**src/rtl/csd_pkg.sv**
```systemverilog
package csd_pkg;
  typedef struct packed {
    logic nz;
    logic neg;
  } csd_digit_t;

  typedef enum logic [1:0] {
    ST_IDLE = 2'd0,
    ST_RUN  = 2'd1,
    ST_DONE = 2'd2
  } csd_state_e;
endpackage

```
**src/rtl/csd_step.sv**
```systemverilog
module csd_step
  import csd_pkg::*;
(
  input  logic       bit_cur_i,
  input  logic       bit_next_i,
  input  logic       carry_i,
  output csd_digit_t digit_o,
  output logic       carry_o
);
  logic sum_odd, sum_two;
  assign sum_odd = bit_cur_i ^ carry_i;
  assign sum_two = bit_cur_i & carry_i;

  always_comb begin
    digit_o = '0;
    carry_o = 1'b0;
    if (sum_two) begin
      carry_o = 1'b1;
    end else if (sum_odd) begin
      digit_o.nz = 1'b1;
      if (bit_next_i) begin
        // run continues: emit -1, push carry upward
        digit_o.neg = 1'b1;
        carry_o     = 1'b1;
      end
    end
  end
endmodule

```
**src/rtl/csd_ctrl.sv**
```systemverilog
module csd_ctrl
  import csd_pkg::*;
#(
  parameter int unsigned STEPS = 9,
  localparam int unsigned CW   = $clog2(STEPS + 1)
) (
  input  logic clk_i,
  input  logic rst_ni,
  input  logic start_i,
  output logic load_o,
  output logic step_o,
  output logic busy_o,
  output logic done_o
);
  localparam logic [CW-1:0] LAST = CW'(STEPS - 1);

  csd_state_e state_q, state_d;
  logic [CW-1:0] cnt_q, cnt_d;

  always_comb begin
    state_d = state_q;
    cnt_d   = cnt_q;
    load_o  = 1'b0;
    step_o  = 1'b0;
    unique case (state_q)
      ST_IDLE: if (start_i) begin
        load_o  = 1'b1;
        cnt_d   = '0;
        state_d = ST_RUN;
      end
      ST_RUN: begin
        step_o = 1'b1;
        cnt_d  = cnt_q + 1'b1;
        if (cnt_q == LAST) state_d = ST_DONE;
      end
      ST_DONE: state_d = ST_IDLE;
      default: state_d = ST_IDLE;
    endcase
  end

  always_ff @(posedge clk_i or negedge rst_ni) begin
    if (!rst_ni) begin
      state_q <= ST_IDLE;
      cnt_q   <= '0;
    end else begin
      state_q <= state_d;
      cnt_q   <= cnt_d;
    end
  end

  assign busy_o = (state_q == ST_RUN);
  assign done_o = (state_q == ST_DONE);
endmodule

```
**src/rtl/csd_accum.sv**
```systemverilog
module csd_accum
  import csd_pkg::*;
#(
  parameter int unsigned WIDTH = 8,
  localparam int unsigned ND   = WIDTH + 1,
  localparam int unsigned CNTW = $clog2(WIDTH + 2)
) (
  input  logic             clk_i,
  input  logic             rst_ni,
  input  logic             load_i,
  input  logic             step_i,
  input  logic [WIDTH-1:0] value_i,
  output logic [ND-1:0]    nz_o,
  output logic [ND-1:0]    neg_o,
  output logic [CNTW-1:0]  weight_o
);
  // one spare zero bit above the value supplies the look-ahead bit
  logic [WIDTH:0]  src_q;
  logic            carry_q, carry_d;
  logic [ND-1:0]   nz_q, neg_q;
  logic [CNTW-1:0] weight_q;
  csd_digit_t      digit;

  csd_step u_step (
    .bit_cur_i (src_q[0]),
    .bit_next_i(src_q[1]),
    .carry_i   (carry_q),
    .digit_o   (digit),
    .carry_o   (carry_d)
  );

  always_ff @(posedge clk_i or negedge rst_ni) begin
    if (!rst_ni) begin
      src_q    <= '0;
      carry_q  <= 1'b0;
      nz_q     <= '0;
      neg_q    <= '0;
      weight_q <= '0;
    end else if (load_i) begin
      src_q    <= {1'b0, value_i};
      carry_q  <= 1'b0;
      nz_q     <= '0;
      neg_q    <= '0;
      weight_q <= '0;
    end else if (step_i) begin
      // new digit enters at the top; after ND steps digit 0 sits at bit 0
      src_q    <= src_q >> 1;
      carry_q  <= carry_d;
      nz_q     <= {digit.nz, nz_q[ND-1:1]};
      neg_q    <= {digit.neg, neg_q[ND-1:1]};
      weight_q <= weight_q + CNTW'(digit.nz);
    end
  end

  assign nz_o     = nz_q;
  assign neg_o    = neg_q;
  assign weight_o = weight_q;
endmodule

```
**src/rtl/csd_recoder.sv**
```systemverilog
module csd_recoder
  import csd_pkg::*;
#(
  parameter int unsigned WIDTH = 8,
  localparam int unsigned ND   = WIDTH + 1,
  localparam int unsigned CNTW = $clog2(WIDTH + 2)
) (
  input  logic             clk_i,
  input  logic             rst_ni,
  input  logic             start_i,
  input  logic [WIDTH-1:0] value_i,
  output logic             busy_o,
  output logic             done_o,
  output logic [ND-1:0]    digit_nz_o,
  output logic [ND-1:0]    digit_neg_o,
  output logic [CNTW-1:0]  weight_o
);
  logic load, step;

  csd_ctrl #(.STEPS(ND)) u_ctrl (
    .clk_i  (clk_i),
    .rst_ni (rst_ni),
    .start_i(start_i),
    .load_o (load),
    .step_o (step),
    .busy_o (busy_o),
    .done_o (done_o)
  );

  csd_accum #(.WIDTH(WIDTH)) u_accum (
    .clk_i   (clk_i),
    .rst_ni  (rst_ni),
    .load_i  (load),
    .step_i  (step),
    .value_i (value_i),
    .nz_o    (digit_nz_o),
    .neg_o   (digit_neg_o),
    .weight_o(weight_o)
  );
endmodule

```
**config.mk**
```make
export PLATFORM = sky130hd
export DESIGN_NAME = csd_recoder
export DESIGN_NICKNAME = d
export VERILOG_FILES = /design/src/rtl/csd_pkg.sv /design/src/rtl/csd_step.sv /design/src/rtl/csd_ctrl.sv /design/src/rtl/csd_accum.sv /design/src/rtl/csd_recoder.sv
export SDC_FILE = /design/constraint.sdc
export NUM_CORES = 1
export LEC_CHECK = 0
export ABC_AREA = 1
export BUFFER_PORTS_ARGS = -buffer_cell sky130_fd_sc_hd__buf_2
export CAP_MARGIN = 30
export CORE_ASPECT_RATIO = 0.9
export CORE_UTILIZATION = 35
export DETAILED_ROUTE_END_ITERATION = 6
export GPL_TIMING_DRIVEN = 0
export PLACE_DENSITY = 0.6
export SLEW_MARGIN = 20
export SYNTH_ARGS = -nofsm -noshare
export SYNTH_HDL_FRONTEND = slang
export SYNTH_HIERARCHICAL = 1
export SYNTH_SLANG_ARGS = --single-unit
```
**constraint.sdc**
```tcl
create_clock -name clk_i -period 1.45 [get_ports clk_i]
set_input_delay 0.0725 -clock clk_i [delete_from_list [all_inputs] [get_ports clk_i]]
set_output_delay 0.0725 -clock clk_i [all_outputs]
set_load 0.03 [all_outputs]
```
### Word-level counts from Yosys, hierarchy flattened

Index checks and enable logic that the tools add are counted.

* register bits after elaboration: 38
* logic and storage cells: 44

* $add $sub $neg: 2
* equality and inequality tests: 5
* muxes and demuxes: 23
* bitwise gates (word level): 2
* reductions and logical operators: 5

Operator list (number)
* $mux 9: 6
* $mux 4: 3
* $mux 1: 8
* $mux 2: 4
* $pmux 4 s2: 1
* $add 4x1->4: 1
* $add 4x1->4 const B: 1
* $eq 4x4->1 const B: 1
* $pmux 2 s2: 1
* $reduce_and 2->1: 2
* $reduce_bool 2->1: 2
* $eq 2x1->1 const B: 1
* $eq 2x2->1 const B: 1
* $logic_not 2->1: 1
* $ne 2x1->1 const B: 1
* $ne 2x2->1 const B: 1
* $and 1x1->1: 1
* $xor 1x1->1: 1

### Depth between registers and ports, before layout

* depth in word-level cells: 6
* gate-level depth with buffers: 10

### Cells and area by module

Netlist, hierarchy kept.

Modules (own cells, without submodules)
* csd_accum: instances 1, cells an instance 125, area each 1275.0 um^2
* csd_ctrl: instances 1, cells an instance 41, area each 322.8 um^2
* csd_step: instances 1, cells an instance 5, area each 30.0 um^2

### Worst setup path after synthesis

OpenSTA, ideal clock, no wires.

* kind: register to register
* from: register u_accum.src_q[0]
* to: register u_accum.weight_q[1] (netlist: u_accum/weight_o[1])
* library setup time: 0.121 ns
* data arrival time: 1.313 ns
* data required time: 1.329 ns
* path slack: 0.016 ns
* stages on the path, launching flop included: 5
* path buffers: 0
* period minus slack after synthesis: 1.434 ns
* cells stage by stage: dfrtp_1 ha_1 ha_1 ha_1 a22o_1

RTL lines
* start: declaration: line csd_accum.sv:18 `logic [WIDTH:0] src_q;`
* start signal: assignment: line csd_accum.sv:40 `src_q <= {1'b0, value_i};`
* start signal: assignment: line csd_accum.sv:47 `src_q <= src_q >> 1;`
* end signal: assignment: line csd_accum.sv:51 `weight_q <= weight_q + CNTW'(digit.nz);`
* end: declaration: line csd_accum.sv:21 `logic [CNTW-1:0] weight_q;`

==> parameters.txt <==
Parameter                              Value

Run status
  Status ... complete, no violations

Clock network
  Clock Root Buffer ... sky130_fd_sc_hd__clkbuf_8
  CTS tree ... done
  Worst skew pair latency ... 0.29 ns
  Clock transition time at the flip-flop clock pins of the worst setup and hold paths ... 0.07 ns
  Maximum level of the CTS H-tree ... 2
  Clock buffers created by TritonCTS ... 5
  Max Root-Sink Buffers ... 2
  Number of sinks handled by clock tree synthesis ... 37

Global routing
  Global-route wire length before repair ... 5020 microns
  Number of global-route vias before repair ... 1102
  Global route total overflow ... 0
  Gr usage total ... 0.138
  Initial antenna violation count ... 0
  Maximum number of pins on one net before global-route repair ... 38

Layout
  Total Nets Final ... 235
  Sequential cell area ... 926 sq um
  Design area ... 2050 sq um
  Count of non-filler cells in the finished layout ... 282
  Count of inserted antenna diode cells ... 0
  Filler Cell Count ... 441
  Leading cell types in the layout, fill and taps excluded ... sky130_fd_sc_hd__nand2_1, sky130_fd_sc_hd__dfrtp_1, sky130_fd_sc_hd__buf_2
  Area overhead of the layout relative to synthesis ... 26.2%
  Fraction of final layout cells with drive strength greater than 1 ... 0.295
  Multi-input logic area ... 556 sq um
  Most common cell after layout, fill and taps aside ... sky130_fd_sc_hd__nand2_1

Placed design
  HPWL after DPL ... 2190 microns
  Final Wtd Congestion ... 0.694
  Placed Instances ... 267
  Port Buf Inserts ... 34
  Area after DPL ... 1880 sq um

Power and ir drop
  PwrDens ... 2300 nW/um^2
  Leakage power total ... 0.00107 uW
  Maximum VDD drop ... 0.903 mV

Timing
  Setup repair after global routing missed its margin ... no
  Least-Margin Pin Slew ... 0.810 ns
  Worst relative slew slack ... 0.460
  Setup-failing EPs final ... 0
  Post-route fraction of the period consumed by the critical path ... 0.977
  Max-slew violations ... 0
  Maximum clock frequency ... 0.706 GHz
  Total count of hold-check failures in the final report ... 0
  Post-route minimum period ... 1.42 ns
  Setup skew after layout ... 0.00499 ns

Route
  Final wirelength ... 3210 microns
  Count of routing violations after the opening detailed-route iteration ... 55
  Antenna Violating Nets Remaining ... 0
  Number of DRC violations after detailed routing ... 0
  Routed len/inst ... 11.4 microns
  Drt pass-1 iters ... 6
  DR vias ... 1255
  Via count normalized by instance count ... 4.45

Die
  Number of top-level design ports ... 35
  Effective utilization at floorplan ... 0.365
  Die Width ... 73.9 microns
  Die area ... 4930 sq um
  Core outline area ... 4460 sq um
  Die span in y ... 66.7 microns
  Number of placement rows ... 23

Setup path
  Critical setup path kind ... flop to flop
  Maximum fanout along the worst path ... 3
  Endpoint arrival time on the critical path ... 1.59 ns
  Critical Path End Type ... flop
  Required time of the critical path ... 1.63 ns
  CP Launch Type ... flop

Synth
  Post-Synthesis Cells ... 171
  Synthesized area per cell ... 9.52 sq um
  Synth Cell Area ... 1630 sq um
  Sequential-to-total area share from yosys stat ... 0.569
  Total of flip-flops plus latches after synthesis ... 37
  Synthesized Nets ... 187
  Unique masters post-synth ... 23
  Number of synthesis warnings ... 6

Flow run
  Maximum capacitance violations ... 0

Min path
  Worst hold path type ... primary input to flop
-- critical path: stages, from the launching register on --
cell and delay [ns]:
sky130_fd_sc_hd__dfrtp_1 0.41, sky130_fd_sc_hd__ha_4 0.27, sky130_fd_sc_hd__ha_4 0.16, sky130_fd_sc_hd__ha_1 0.26, sky130_fd_sc_hd__a22o_1 0.20
-- registers in the layout (all words and copies together), names as in the netlist --
name              cells
u_accum/neg_o         9
u_accum/weight_o      4
u_accum/nz_o          9
u_accum/src_q         8
u_accum/carry_q       1
u_ctrl/state_q        2
u_ctrl/cnt_q          4
-- area by class of cell --
| type | instances | share of cell area |
|---|---|---|
| Buffer | 6 | 0.0292 |
| Clock buffer | 6 | 0.0353 |
| Clock inverter | 2 | 0.00487 |
| Inverter | 30 | 0.0585 |
| Multi-Input combinational cell | 98 | 0.270 |
| Sequential cell | 37 | 0.451 |
| Tap cell | 62 | 0.0378 |
| Timing Repair Buffer | 41 | 0.113 |
-- layer usage --
| layer | GRT usage | wire length [microns] |
|---|---|---|
| met4 | 0.0721 | 61 |
| met1 | 0.182 | 1640 |
| met3 | 0.0318 | 81 |
| met5 | 0 | 0 |
| met2 | 0.211 | 1430 |
-- power by group --
part / leakage, uW / switching, uW / internal, uW
combinational: 0.000533 / 1500 / 829
sequential: 0.000490 / 267 / 1440
clock: 0.0000450 / 363 / 333
-- final timing paths --
path	startpoint	to	slack, ns	cells after the start
worst min register to register	u_accum/nz_o[0]	u_accum/nz_o[0]	0.48	2
worst min-delay path	value_i[5]	u_accum/src_q[5]	0.005	3
max in group asynchronous	rst_ni	u_accum/weight_o[1]	0.53	2
worst max-delay path	u_accum/src_q[0]	u_accum/weight_o[1]	0.03	4
min in group asynchronous	rst_ni	u_accum/nz_o[5]	0.41	2
worst max register to register	u_accum/src_q[0]	u_accum/weight_o[1]	0.03	4
-- synthesized netlist by cell type --
cell	instances	area, sq um
sky130_fd_sc_hd__inv_6	1	8.76
sky130_fd_sc_hd__nand4_1	1	6.26
sky130_fd_sc_hd__a21oi_1	2	10.0
sky130_fd_sc_hd__or2_0	1	6.26
sky130_fd_sc_hd__inv_2	5	18.8
sky130_fd_sc_hd__a21oi_2	1	8.76
sky130_fd_sc_hd__nor2_4	1	11.3
sky130_fd_sc_hd__dfrtp_1	37	926
sky130_fd_sc_hd__o22ai_1	15	93.8
sky130_fd_sc_hd__nand2_2	1	6.26
sky130_fd_sc_hd__o21ai_0	5	25.0
sky130_fd_sc_hd__ha_1	5	62.6
sky130_fd_sc_hd__inv_1	24	90.1
sky130_fd_sc_hd__nor2_1	7	26.3
sky130_fd_sc_hd__nand2_4	1	11.3
sky130_fd_sc_hd__o211ai_1	2	15.0
sky130_fd_sc_hd__nor2_2	2	12.5
sky130_fd_sc_hd__a22o_1	3	26.3
sky130_fd_sc_hd__nand3_1	10	50.1
sky130_fd_sc_hd__buf_4	3	22.5
sky130_fd_sc_hd__nand2_1	39	146
sky130_fd_sc_hd__buf_6	3	33.8
sky130_fd_sc_hd__o21ai_1	2	10.0
-- cells by family after synthesis --
group / Yosys count / share of synthesized area
flops: 37 / 0.569
compound gates: 30 / 0.116
fa+ha+maj: 5 / 0.0384
buf+inv: 36 / 0.107
simple gates: 63 / 0.170
-- through the flow --
| step | worst slack, ns | hold WS (ns) | TNS [ns] | total power [uW] | utilization |
|---|---|---|---|---|---|
| 2_1_floorplan | 0.0157 | -0.223 | 0 | 3350 | - |
| 3_3_place_gp | -0.0364 | 0.216 | -0.0364 | 3910 | 0.420 |
| 3_5_place_dp | -0.0635 | 0.216 | -0.0635 | 3950 | 0.420 |
| 4_1_cts | 0.0241 | 0.00487 | 0 | 4680 | 0.452 |
| 5_1_grt | 0.00144 | 0.0198 | 0 | 5090 | 0.461 |
| 6_report | 0.0329 | 0.00497 | 0 | 4730 | 0.461 |
-- repair_timing --
item / 4_1_cts / 5_1_grt
buffers inserted: 0 / 3
gates resized for setup: 3 / 3
hold buffers: 4 / 0
hold endpoints to repair: 40 / 0
setup endpoints to repair: 1 / 15
Note: power is estimated with default switching activity, not from simulation.
